$ cat src/rtl/fc_pkg.sv
package fc_pkg;

  localparam int unsigned RES_W = 3;

  typedef enum logic [RES_W-1:0] {
    RES_COARSE  = 3'd0,
    RES_MEDIUM  = 3'd1,
    RES_FINE_A  = 3'd2,
    RES_FINE_B  = 3'd3,
    RES_FINE_C  = 3'd4,
    RES_FINE_D  = 3'd5
  } res_e;

  // Window length in timebase ticks for a resolution code.
  function automatic int unsigned window_ticks(input logic [RES_W-1:0] code,
                                               input int unsigned base);
    case (code)
      3'd0:    window_ticks = 100 * base;
      3'd1:    window_ticks = 10 * base;
      default: window_ticks = base;
    endcase
  endfunction

endpackage

$ cat src/rtl/fc_timebase.sv
module fc_timebase #(
  parameter int unsigned PRESCALE = 5
) (
  input  logic clk,
  input  logic rst,
  input  logic clr,
  input  logic mode_alt,
  input  logic ref_tick,
  input  logic alt_tick,
  output logic tb_tick
);
  localparam int unsigned PC_W = (PRESCALE > 1) ? $clog2(PRESCALE) : 1;
  localparam logic [PC_W-1:0] PC_LAST = PC_W'(PRESCALE - 1);

  logic [PC_W-1:0] pc;

  always_ff @(posedge clk) begin
    if (rst || clr) begin
      pc      <= '0;
      tb_tick <= 1'b0;
    end else begin
      tb_tick <= 1'b0;
      if (mode_alt) begin
        tb_tick <= alt_tick;
      end else if (ref_tick) begin
        if (pc == PC_LAST) begin
          pc      <= '0;
          tb_tick <= 1'b1;
        end else begin
          pc <= pc + 1'b1;
        end
      end
    end
  end


  tb_gap_chk: assert property (@(posedge clk) disable iff (rst)
    (PRESCALE > 1 && tb_tick && !mode_alt && !clr) |=> !tb_tick);

endmodule

$ cat src/rtl/fc_gate.sv
module fc_gate #(
  parameter int unsigned CNT_W = 16
) (
  input  logic             clk,
  input  logic             rst,
  input  logic             start,
  input  logic             tb_tick,
  input  logic [CNT_W-1:0] win_len,
  output logic             gate_open,
  output logic             close_pulse
);
  logic [CNT_W-1:0] tick_cnt;

  always_ff @(posedge clk) begin
    if (rst) begin
      gate_open   <= 1'b0;
      close_pulse <= 1'b0;
      tick_cnt    <= '0;
    end else begin
      close_pulse <= 1'b0;
      if (start) begin
        gate_open <= 1'b1;
        tick_cnt  <= '0;
      end else if (gate_open && tb_tick) begin
        if (tick_cnt == win_len - 1'b1) begin
          gate_open   <= 1'b0;
          close_pulse <= 1'b1;
        end else begin
          tick_cnt <= tick_cnt + 1'b1;
        end
      end
    end
  end


  gate_close_chk: assert property (@(posedge clk) disable iff (rst)
    $fell(gate_open) |-> close_pulse);


  gate_start_chk: assert property (@(posedge clk) disable iff (rst)
    start |=> gate_open);

endmodule

$ cat src/rtl/fc_edge_count.sv
module fc_edge_count #(
  parameter int unsigned HI_W = 16
) (
  input  logic            clk,
  input  logic            rst,
  input  logic            clr,
  input  logic            enable,
  input  logic            sig_in,
  output logic [7:0]      lo_cnt,
  output logic [HI_W-1:0] hi_cnt,
  output logic            ovf_pulse
);
  logic s1, s2, s3;
  logic rise;

  always_ff @(posedge clk) begin
    if (rst) begin
      s1 <= 1'b0;
      s2 <= 1'b0;
      s3 <= 1'b0;
    end else begin
      s1 <= sig_in;
      s2 <= s1;
      s3 <= s2;
    end
  end

  assign rise = s2 & ~s3;

  always_ff @(posedge clk) begin
    if (rst || clr) begin
      lo_cnt    <= '0;
      hi_cnt    <= '0;
      ovf_pulse <= 1'b0;
    end else begin
      ovf_pulse <= 1'b0;
      if (enable && rise) begin
        lo_cnt <= lo_cnt + 1'b1;
        if (lo_cnt == 8'hFF) begin
          hi_cnt <= hi_cnt + 1'b1;
          if (&hi_cnt) ovf_pulse <= 1'b1;
        end
      end
    end
  end


  count_hold_chk: assert property (@(posedge clk) disable iff (rst)
    (!enable && !clr) |=> ($stable(lo_cnt) && $stable(hi_cnt)));


  carry_chk: assert property (@(posedge clk) disable iff (rst)
    (enable && rise && !clr && lo_cnt == 8'hFF) |=>
      (lo_cnt == 8'h00 && hi_cnt == HI_W'($past(hi_cnt) + 1'b1)));


  ovf_wrap_chk: assert property (@(posedge clk) disable iff (rst)
    ovf_pulse |-> (hi_cnt == '0));

endmodule

$ cat src/rtl/gated_freq_counter.sv
module gated_freq_counter #(
  parameter int unsigned GATE_BASE = 4000,
  parameter int unsigned PRESCALE  = 5,
  parameter int unsigned HI_W      = 16
) (
  input  logic        clk,
  input  logic        rst,
  input  logic        ref_tick,
  input  logic        alt_tick,
  input  logic        mode_alt,
  input  logic [2:0]  res_code,
  input  logic        sig_in,
  input  logic        cmd_wr,
  input  logic [2:0]  cmd_bits,
  input  logic        rd_lo,
  input  logic        rd_hi,
  output logic [15:0] rd_data,
  output logic        busy,
  output logic        irq_done,
  output logic        irq_ovf
);
  import fc_pkg::*;

  localparam int unsigned CNT_W = $clog2(100 * GATE_BASE + 1);

  logic             start_cmd, ack_done, ack_ovf;
  logic             tb_tick;
  logic             gate_open, close_pulse;
  logic [7:0]       lo_cnt;
  logic [HI_W-1:0]  hi_cnt;
  logic             ovf_pulse;
  logic [CNT_W-1:0] win_len;

  assign start_cmd = cmd_wr & cmd_bits[0];
  assign ack_done  = cmd_wr & cmd_bits[1];
  assign ack_ovf   = cmd_wr & cmd_bits[2];
  assign win_len   = CNT_W'(window_ticks(res_code, GATE_BASE));
  assign busy      = gate_open;

  fc_timebase #(.PRESCALE(PRESCALE)) u_tb (
    .clk(clk), .rst(rst), .clr(start_cmd), .mode_alt(mode_alt),
    .ref_tick(ref_tick), .alt_tick(alt_tick), .tb_tick(tb_tick)
  );

  fc_gate #(.CNT_W(CNT_W)) u_gate (
    .clk(clk), .rst(rst), .start(start_cmd), .tb_tick(tb_tick),
    .win_len(win_len), .gate_open(gate_open), .close_pulse(close_pulse)
  );

  fc_edge_count #(.HI_W(HI_W)) u_cnt (
    .clk(clk), .rst(rst), .clr(start_cmd), .enable(gate_open),
    .sig_in(sig_in), .lo_cnt(lo_cnt), .hi_cnt(hi_cnt), .ovf_pulse(ovf_pulse)
  );

  always_ff @(posedge clk) begin
    if (rst) begin
      irq_done <= 1'b0;
      irq_ovf  <= 1'b0;
    end else begin
      if (close_pulse)   irq_done <= 1'b1;
      else if (ack_done) irq_done <= 1'b0;
      if (ovf_pulse)     irq_ovf  <= 1'b1;
      else if (ack_ovf)  irq_ovf  <= 1'b0;
    end
  end

  always_ff @(posedge clk) begin
    if (rst) begin
      rd_data <= '0;
    end else if (rd_lo) begin
      rd_data <= {8'h00, lo_cnt};
    end else if (rd_hi) begin
      rd_data <= 16'(hi_cnt);
    end
  end


  ack_iso_chk: assert property (@(posedge clk) disable iff (rst)
    (ack_done && !ack_ovf && !ovf_pulse) |=> (irq_ovf == $past(irq_ovf)));


  ovf_sticky_chk: assert property (@(posedge clk) disable iff (rst)
    (irq_ovf && !ack_ovf) |=> irq_ovf);


  done_after_gate_chk: assert property (@(posedge clk) disable iff (rst)
    $rose(irq_done) |-> $past(busy, 2));

endmodule

$ cat config.mk
export PLATFORM = sky130hd
export DESIGN_NAME = gated_freq_counter
export DESIGN_NICKNAME = d
export VERILOG_FILES = /design/src/rtl/fc_pkg.sv /design/src/rtl/fc_timebase.sv /design/src/rtl/fc_gate.sv /design/src/rtl/fc_edge_count.sv /design/src/rtl/gated_freq_counter.sv
export SDC_FILE = /design/constraint.sdc
export NUM_CORES = 1
export LEC_CHECK = 0
export CAP_MARGIN = 25
export CELL_PAD_IN_SITES_DETAIL_PLACEMENT = 1
export CELL_PAD_IN_SITES_GLOBAL_PLACEMENT = 2
export CORE_MARGIN = 1
export CORE_UTILIZATION = 34
export DETAILED_ROUTE_END_ITERATION = 8
export PLACE_DENSITY = 0.83
export SLEW_MARGIN = 10
export SYNTH_ARGS = -nofsm -noshare
export SYNTH_HDL_FRONTEND = slang
export SYNTH_SLANG_ARGS = --single-unit
export TNS_END_PERCENT = 20
$ cat constraint.sdc
create_clock -name clk -period 4.9 [get_ports clk]
set_input_delay 0.98 -clock clk [delete_from_list [all_inputs] [get_ports clk]]
set_output_delay 0.98 -clock clk [all_outputs]
set_load 0.02 [all_outputs]
# Yosys cells after proc, flatten, opt, wreduce, memory -nomap -nowiden
# Cells that the tools add are included.
[op_classes] bitwise=10 mux=16 addsub=5 n_eq_ne=4 reduce_logical=18
[op_table] op="case mux 19 bit (2 select lines)" n=1
[op_table] op="adder 19 x 1 -> 19 bit (second input constant)" n=1
[op_table] op="== test 19 bit" n=1
[op_table] op="subtractor 19 x 1 -> 19 bit (second input constant)" n=1
[op_table] op="adder 16 x 1 -> 16 bit (second input constant)" n=1
[op_table] op="2-to-1 mux 8 bit" n=2
[op_table] op="AND reduction 16 bit" n=1
[op_table] op="2-to-1 mux 1 bit" n=12
[op_table] op="nonzero test 2 bit" n=5
[op_table] op="adder 8 x 1 -> 8 bit (second input constant)" n=1
[op_table] op="== test 8 bit (second input constant)" n=1
[op_table] op="AND reduction 2 bit" n=4
[op_table] op="NOT 1 bit" n=6
[op_table] op="OR reduction 3 bit" n=2
[op_table] op="AND 1 bit" n=4
[op_table] op="OR reduction 2 bit" n=2
[op_table] op="adder 3 x 1 -> 3 bit (second input constant)" n=1
[op_table] op="== test 3 x 1 -> 1 bit (second input constant)" n=1
[op_table] op="== test 3 bit (second input constant)" n=1
[op_table] op="zero test 3 bit" n=1
[op_table] op="2-to-1 mux 3 bit" n=1
[op_table] op="logical AND 1 bit" n=2
[op_table] op="logical OR 1 bit" n=1
[totals] in_bits=15 wordCells=68 output_inout_bits=19 reg_bits=71

# Logic depth before layout (Yosys ltp)
# Gate-level depths: netlist (run 1).
[logic_depth] ltp_word=7 depth_mapped=10 ltp_nobuf=9

# Hierarchy
# Synthesis (run 1) repeated with hierarchy kept, for this count alone.
[hier_totals] hier_cells=462 hier_area_um2=3995.1
[modules_own_cells] mod="fc_gate" n_inst=1 seq_area_each_um2=420.4 cells_each=224 area_per_inst_um2=1771.7
[modules_own_cells] mod="fc_edge_count" n_inst=1 seq_area_each_um2=560.5 cells_each=140 area_per_inst_um2=1236.2
[modules_own_cells] mod="gated_freq_counter" n_inst=1 seq_area_each_um2=360.3 cells_each=77 area_per_inst_um2=787.0
[modules_own_cells] mod="fc_timebase" n_inst=1 seq_area_each_um2=80.1 cells_each=21 area_per_inst_um2=200.2

# Worst setup path before layout (run 1)
# No wires, ideal clock.
[synth_path] path_kind="input -> register" from="input res_code[1]" to="register u_gate.tick_cnt[13]" n_path_buf=1 setup_ns=0.071 arrival_ns=3.059 path_slack_ns=1.770 cell_stages=8 required_time_ns=4.829 cell_sequence="or3_1 ha_1 or4_1 a22oi_2 o211ai_2 buf_4 or3_1 a21oi_1"
[synth_between] elab_chain_len=6 elab_cells_between_ends=7 classes_between="add/sub: 1; eq/ne: 2; mux: 1; bitwise: 1; reduce/logical: 2"
[synth_rtl] element="start, declared" line="gated_freq_counter.sv:11" source="input logic [2:0] res_code,"
[synth_rtl] element="== test 3 x 1 -> 1 bit / zero test 3 bit (equally long branches)" line="fc_pkg.sv:17" source="case (code)"
[synth_rtl] element="case mux 19 bit (2 select lines) *" line="fc_pkg.sv:17"
[synth_rtl] element="subtractor 19 x 1 -> 19 bit *" line="fc_gate.sv:25" source="if (tick_cnt == win_len - 1'b1) begin"
[synth_rtl] element="== test 19 bit *" line="fc_gate.sv:25"
[synth_rtl] element="NOT 1 bit (no line) *"
[synth_rtl] element="AND reduction 2 bit (no line) *"
[synth_rtl] element="end signal, assigned" line="fc_gate.sv:29" source="tick_cnt <= tick_cnt + 1'b1;"
[synth_rtl] element="end, declared" line="fc_gate.sv:12" source="logic [CNT_W-1:0] tick_cnt;"
# Every way passes the cells marked *; elsewhere a longest branch is shown, timed or not.
# A chain may end at the register's enable or synchronous reset.

# Worst setup path in the final report (run 1)
[layout_path] from="input res_code[0]" to="register u_gate.tick_cnt[18]"
# Same word-level chain as after synthesis.

==> flow_metrics.py, run 1 <==
metrics = {
    "power": {
        "ir_worst_vdd_mv": 0.129,
        "p_leak_nw": 1.37,
        "p_per_area_mw_per_mm2": 298,
    },
    "sta": {
        "worst_pin_slew_ns": 0.916,
        "max_slew_margin": 0.390,
        "maxSlewViolCount": 0,
        "period_needed_ns": 3.59,
        "fin_ws_ns": 1.31,
        "setup_viol": 0,
        "post-route-period-util": 0.733,
        "fmax_ghz": 0.278,
        "finalHoldViolCount": 0,
        "skew_ns": 0.0111,
        "tns_ns": 0,
        "rsz0062_at_grt": "no",
    },
    "place": {
        "routabilityCongestion": 0.737,
        "io_buffers": 33,
        "pre_cts_slack_ns": 0.956,
        "dp_hpwl_mm": 5.66,
    },
    "worst_setup_path": {
        "crit_type": "in -> reg",
        "path_depth": 9,
        "cp.arrival_ns": 3.86,
        "crit_path_max_fanout": 13,
        "cp_cell_sequence": "clkdlybuf4s50_1 > nor3b_2 > inv_1 > ha_1 > or4_1 > a22oi_2 > o211ai_2 > or4_1 > a21oi_1",
        "path_common_cell": "or4_1",
        "start_kind": "input port",
        "ff2ff_path_depth": 6,
        "crit_buf_inv": 2,
        "slowest_stage": "clkdlybuf4s50_1",
        "path_delay_family": "simple AND/OR/NAND/NOR gates",
        "cp_data_required_time_ns": 5.16,
        "end_kind": "register",
        "crit_path_max_incr_delay_ns": 0.48,
    },
    "logic_synthesis": {
        "synth_cell_type_count": 44,
        "avgSynthCellArea_sq_um": 8.70,
        "synthFlopType": "dfxtp_1",
        "synth_cells": 375,
        "syn-num-nets": 399,
        "syn_area_sq_mm": 0.00326,
        "synth_edf_count": 0,
        "synth_seq_cells": 71,
        "ys_seq_area_frac": 0.436,
        "ys_warn_count": 0,
        "synthArstFlopShare": 0,
    },
    "final_layout": {
        "num_antenna_cells": 0,
        "drive_gt1_frac": 0.0752,
        "areaGrowthSynthToFinish_pct": 21.3,
        "final_cell_mix": "dfxtp_1, nor2_1, clkdlybuf4s50_1",
        "fin_nets": 431,
        "final_common_cell": "dfxtp_1",
    },
    "global_route": {
        "grt_util_met2": 0.294,
        "grt_pass1_vias": 2763,
        "grt_use_total": 0.174,
        "busiest_layer": "met2",
        "met1_usage": 0.223,
        "antenna_found_initial": 0,
        "gr-usage-met3": 0.0348,
        "grt.overflow.total": 0,
        "grt_start_max_net_pins": 23,
        "grt_pass1_wl_mm": 13.4,
    },
    "floorplan": {
        "start_util": 0.351,
        "fp-row-count": 35,
        "die_h_microns": 99.9,
        "die_x_microns": 99.9,
        "core-area_sq_mm": 0.00928,
        "ioPinCount": 34,
        "die-area_sq_mm": 0.00999,
    },
    "clocking": {
        "clock_sinks": 71,
        "cts_buffers": 9,
        "post_cts_buffers": 0,
        "insertion_delay_ns": 0.35,
        "cts_tree": "yes",
        "cts_resized": 0,
        "clockBufferDepth": 2,
        "root_buffer": "clkbuf_8",
        "h-tree-depth": 3,
        "postCtsHoldBufs": 0,
        "clkSlewWorstSetupHoldPaths_ns": 0.08,
    },
    "route": {
        "drc": 0,
        "ant_nets": 0,
        "vias_per_cell": 5.01,
        "vias": 2711,
        "drt_iter0_drc": 50,
        "first_pass_iters": 5,
        "wl_per_cell_microns": 14.5,
        "wirelength_mm": 7.83,
    },
    "hold_path": {
        "hold_depth": 1,
        "hold_path.class": "reg -> reg",
    },
    "status": {
        "status": "complete, no violations",
    },
    "flow_run": {
        "max_cap_viol_count": 0,
    },
}
-- synth_stat cells (2+ instances only) --
master	instances	area [sq um]
o211ai_2	2	25.0
and2_1	2	12.5
xor2_1	19	166
nand2_1	26	97.6
dfxtp_1	71	1420
nor2b_1	4	25.0
nand4_1	11	68.8
nand2b_1	2	12.5
o211ai_1	3	22.5
clkbuf_1	12	45.0
a21oi_1	30	150
nand3_1	17	85.1
nor2_1	65	244
o21ai_0	3	15.0
or3_1	13	81.3
ha_1	9	113
o31ai_1	3	22.5
or4_1	4	30.0
xnor2_1	11	96.3
inv_1	7	26.3
and4_1	2	17.5
or2_2	2	12.5
nor3_1	4	20.0
o21a_1	3	22.5
mux2i_1	16	160
and3_1	6	37.5
o21ai_1	11	55.1
-- layer usage --
layer,vias to the layer above,wire (microns)
met1,1297,3770
met4,0,91
met5,-,0
li1,1368,-
met2,36,3740
met3,10,230
-- sequential cells by signal (all words and copies together), names as in the netlist, 3 cells and up --
signal           flops
u_cnt.hi_cnt        16
u_gate.tick_cnt     19
u_tb.pc              3
rd_data             16
u_cnt.lo_cnt         8
-- per-stage QoR --
step / cell area [sq um] / power (mW) / std cells / util / hold WS, ns
floorplan: 3260 / 0.626 / 375 / - / 0.412
global placement: 3700 / 0.649 / 524 / 0.399 / 0.427
detailed placement: 3700 / 0.651 / 524 / 0.399 / 0.438
CTS: 3930 / 1.19 / 540 / 0.423 / 0.457
global route: 3960 / 1.23 / 541 / 0.426 / 0.470
finish: 3960 / 1.18 / 541 / 0.426 / 0.452
-- where the power goes --
part           internal (mW)  leakage (nW)  total (mW)  switching, mW
Sequential             0.579         0.573       0.581        0.00196
Combinational         0.0246         0.685      0.0572         0.0326
Clock                  0.293         0.114       0.539          0.246
-- logic make-up (layout without fill, tap and decap cells) --
kind of cell / count (synthesis) / in the layout / share of synthesized area
AOI/OAI and AO/OA: 59 / 59 / 0.108
xor gates and xnor gates: 30 / 30 / 0.0806
adders and majority gates: 9 / 9 / 0.0345
buffers and inverters: 22 / 59 / 0.0288
DFF: 71 / 71 / 0.436
muxes: 16 / 16 / 0.0491
and+or+nand+nor: 168 / 168 / 0.263
-- path summary, 6_finish.rpt --
check,start,to,slack [ns]
worst max-delay path,res_code[0],u_gate.tick_cnt[18]$_SDFFE_PP0P_,1.31
worst min-delay path,u_cnt.s1$_SDFF_PP0_,u_cnt.s2$_SDFF_PP0_,0.45
worst max register to register,u_gate.tick_cnt[4]$_SDFFE_PP0P_,u_gate.tick_cnt[6]$_SDFFE_PP0P_,2.44
worst min register to register,u_cnt.s1$_SDFF_PP0_,u_cnt.s2$_SDFF_PP0_,0.45
-- final cells by class --
type / instances / area [sq um]
fillers: 1100 / 5330
inverters: 7 / 26.3
well taps: 129 / 161
repair buffers: 36 / 373
clock inverters: 7 / 104
flip-flops and latches: 71 / 1420
clock buffers: 9 / 124
multi-input cells: 282 / 1750
(Power assumes the default switching activity.)
==> run 2, diff against run 1 <==
clock period = 3.6 ns   (was 4.9 ns; I/O delays follow)
==> run 2 against run 1 <==
Global-route usage fell by 0.28 points. Clock power rose by 19%. Power rose by 28%. Cell area fell by 0.47%. Cell count rose by 0.74%. Wire length fell by 2.4%. Count of clock-buffer cells in the layout rose by 1. Critical endpoint is now u_gate.tick_cnt[13]$_SDFFE_PP0P_. Combinational power rose by 34%. First-iteration DRC count fell by 56%.
==> flow_metrics.py, run 2 (synthesized netlist as in run 1, its figures left out) <==
metrics = {
    "status": {
        "status": "complete, no violations",
    },
    "sta": {
        "finalHoldViolCount": 0,
        "tns_ns": 0,
        "setup_viol": 0,
        "whs_ns": 0.445,
        "skew_ns": 0.0107,
        "max_slew_margin": 0.443,
        "fin_ws_ns": 0.414,
        "fmax_ghz": 0.314,
        "period_needed_ns": 3.19,
        "worst_pin_slew_ns": 0.836,
        "rsz0062_at_grt": "no",
        "maxSlewViolCount": 0,
        "post-route-period-util": 0.885,
    },
    "final_layout": {
        "fin_cells": 545,
        "fin_nets": 435,
        "largest_register_ffs": 19,
        "areaGrowthSynthToFinish_pct": 20.7,
        "final_cell_mix": "dfxtp_1, nor2_1, clkdlybuf4s50_1",
        "register_area_sq_mm": 0.00142,
        "drive_gt1_frac": 0.0817,
        "final_cell_area_sq_mm": 0.00394,
        "num_antenna_cells": 0,
        "fillers": 1130,
        "final_common_cell": "dfxtp_1",
        "top_register": "u_gate.tick_cnt",
        "multi_input_area_sq_mm": 0.00175,
        "largestRegisters": "u_gate.tick_cnt x19, rd_data x16, u_cnt.hi_cnt x16",
    },
    "worst_setup_path": {
        "r2r_slack_ns": 1.27,
        "cp.arrival_ns": 3.46,
        "cp_cell_sequence": "clkdlybuf4s50_1 > or3_1 > ha_1 > or4_1 > a22oi_2 > o211ai_2 > or3_1 > a21oi_1",
        "crit_path_max_fanout": 12,
        "path_common_cell": "or3_1",
        "slowest_stage": "clkdlybuf4s50_1",
        "end_kind": "register",
        "crit_type": "in -> reg",
        "ff2ff_path_depth": 6,
        "start_kind": "input port",
        "cp_data_required_time_ns": 3.88,
        "crit_path_max_incr_delay_ns": 0.45,
    },
    "flow_run": {
        "max_cap_viol_count": 0,
    },
    "floorplan": {
        "die_x_microns": 99.9,
        "die_h_microns": 99.9,
        "fp-row-count": 35,
        "die-area_sq_mm": 0.00999,
        "start_util": 0.351,
        "ioPinCount": 34,
        "core-area_sq_mm": 0.00928,
    },
    "place": {
        "routabilityCongestion": 0.774,
        "dp_hpwl_mm": 5.58,
        "dp_cells": 529,
        "placed_cell_area_sq_mm": 0.00374,
        "io_buffers": 33,
        "pre_cts_slack_ns": 0.0739,
    },
    "power": {
        "ir_worst_vdd_mv": 0.184,
        "p_per_area_mw_per_mm2": 384,
        "p_leak_nw": 1.36,
    },
    "global_route": {
        "grt_pass1_vias": 2792,
        "grt.overflow.total": 0,
        "grt_pass1_wl_mm": 13.4,
        "grt_use_total": 0.172,
        "antenna_found_initial": 0,
        "grt_start_max_net_pins": 27,
    },
    "route": {
        "first_pass_iters": 4,
        "drc": 0,
        "wirelength_mm": 7.64,
        "drt_iter0_drc": 22,
        "wl_per_cell_microns": 14.0,
        "vias": 2719,
        "vias_per_cell": 4.99,
        "ant_nets": 0,
    },
    "hold_path": {
        "hold_depth": 2,
        "hold_path.class": "reg -> reg",
    },
    "clocking": {
        "cts_buffers": 9,
        "h-tree-depth": 3,
        "root_buffer": "clkbuf_8",
        "cts_tree": "yes",
        "post_cts_buffers": 0,
        "cts_resized": 0,
        "clockBufferDepth": 2,
        "clkSlewWorstSetupHoldPaths_ns": 0.08,
        "insertion_delay_ns": 0.35,
        "clock_sinks": 71,
        "postCtsHoldBufs": 0,
    },
}
run 2: power by group:
group / internal [mW] / total (mW) / leakage, nW / switching [mW]
sequential: 0.788 / 0.791 / 0.573 / 0.00274
combinational: 0.0335 / 0.0765 / 0.696 / 0.0430
clock: 0.324 / 0.643 / 0.0927 / 0.320
run 2: per-layer routing:
metal / track usage / vias to the layer above / part of all wire
met4: 0.0758 / 0 / 0.016
met3: 0.0272 / 12 / 0.024
met5: 0 / - / 0
met1: 0.224 / 1291 / 0.49
met2: 0.281 / 37 / 0.47
li1: - / 1379 / -
run 2: final timing paths:
path / from / to
worst max register to register: u_gate.tick_cnt[4]$_SDFFE_PP0P_ / u_gate.tick_cnt[13]$_SDFFE_PP0P_
worst min register to register: u_gate.close_pulse$_SDFF_PP0_ / irq_done$_SDFFE_PP0P_
worst max-delay path: res_code[1] / u_gate.tick_cnt[13]$_SDFFE_PP0P_
worst min-delay path: u_gate.close_pulse$_SDFF_PP0_ / irq_done$_SDFFE_PP0P_
run 2: area by class of cell:
| class | instances | area share |
|---|---|---|
| multi-input combinational | 282 | 0.443 |
| sequential | 71 | 0.361 |
| timing repair buffer | 40 | 0.0973 |
| tap | 129 | 0.0410 |
| clock buffer | 10 | 0.0324 |
| clock inverter | 6 | 0.0181 |
| inverter | 7 | 0.00668 |
run 2: per-stage QoR:
stage          power, mW  utilization
4_1_cts             1.53        0.424
6_report            1.51        0.424
2_1_floorplan      0.852            -
3_5_place_dp       0.887        0.403
5_1_grt             1.58        0.424
3_3_place_gp       0.886        0.403
run 2: worst max-delay path, delay by kind of cell:
family	cells	cell delay [ns]
AND/OR/NAND/NOR	3	1.29
AO/OA/AOI/OAI	3	0.78
buffers and inverters	1	0.45
adder cells (fa/ha/maj)	1	0.21
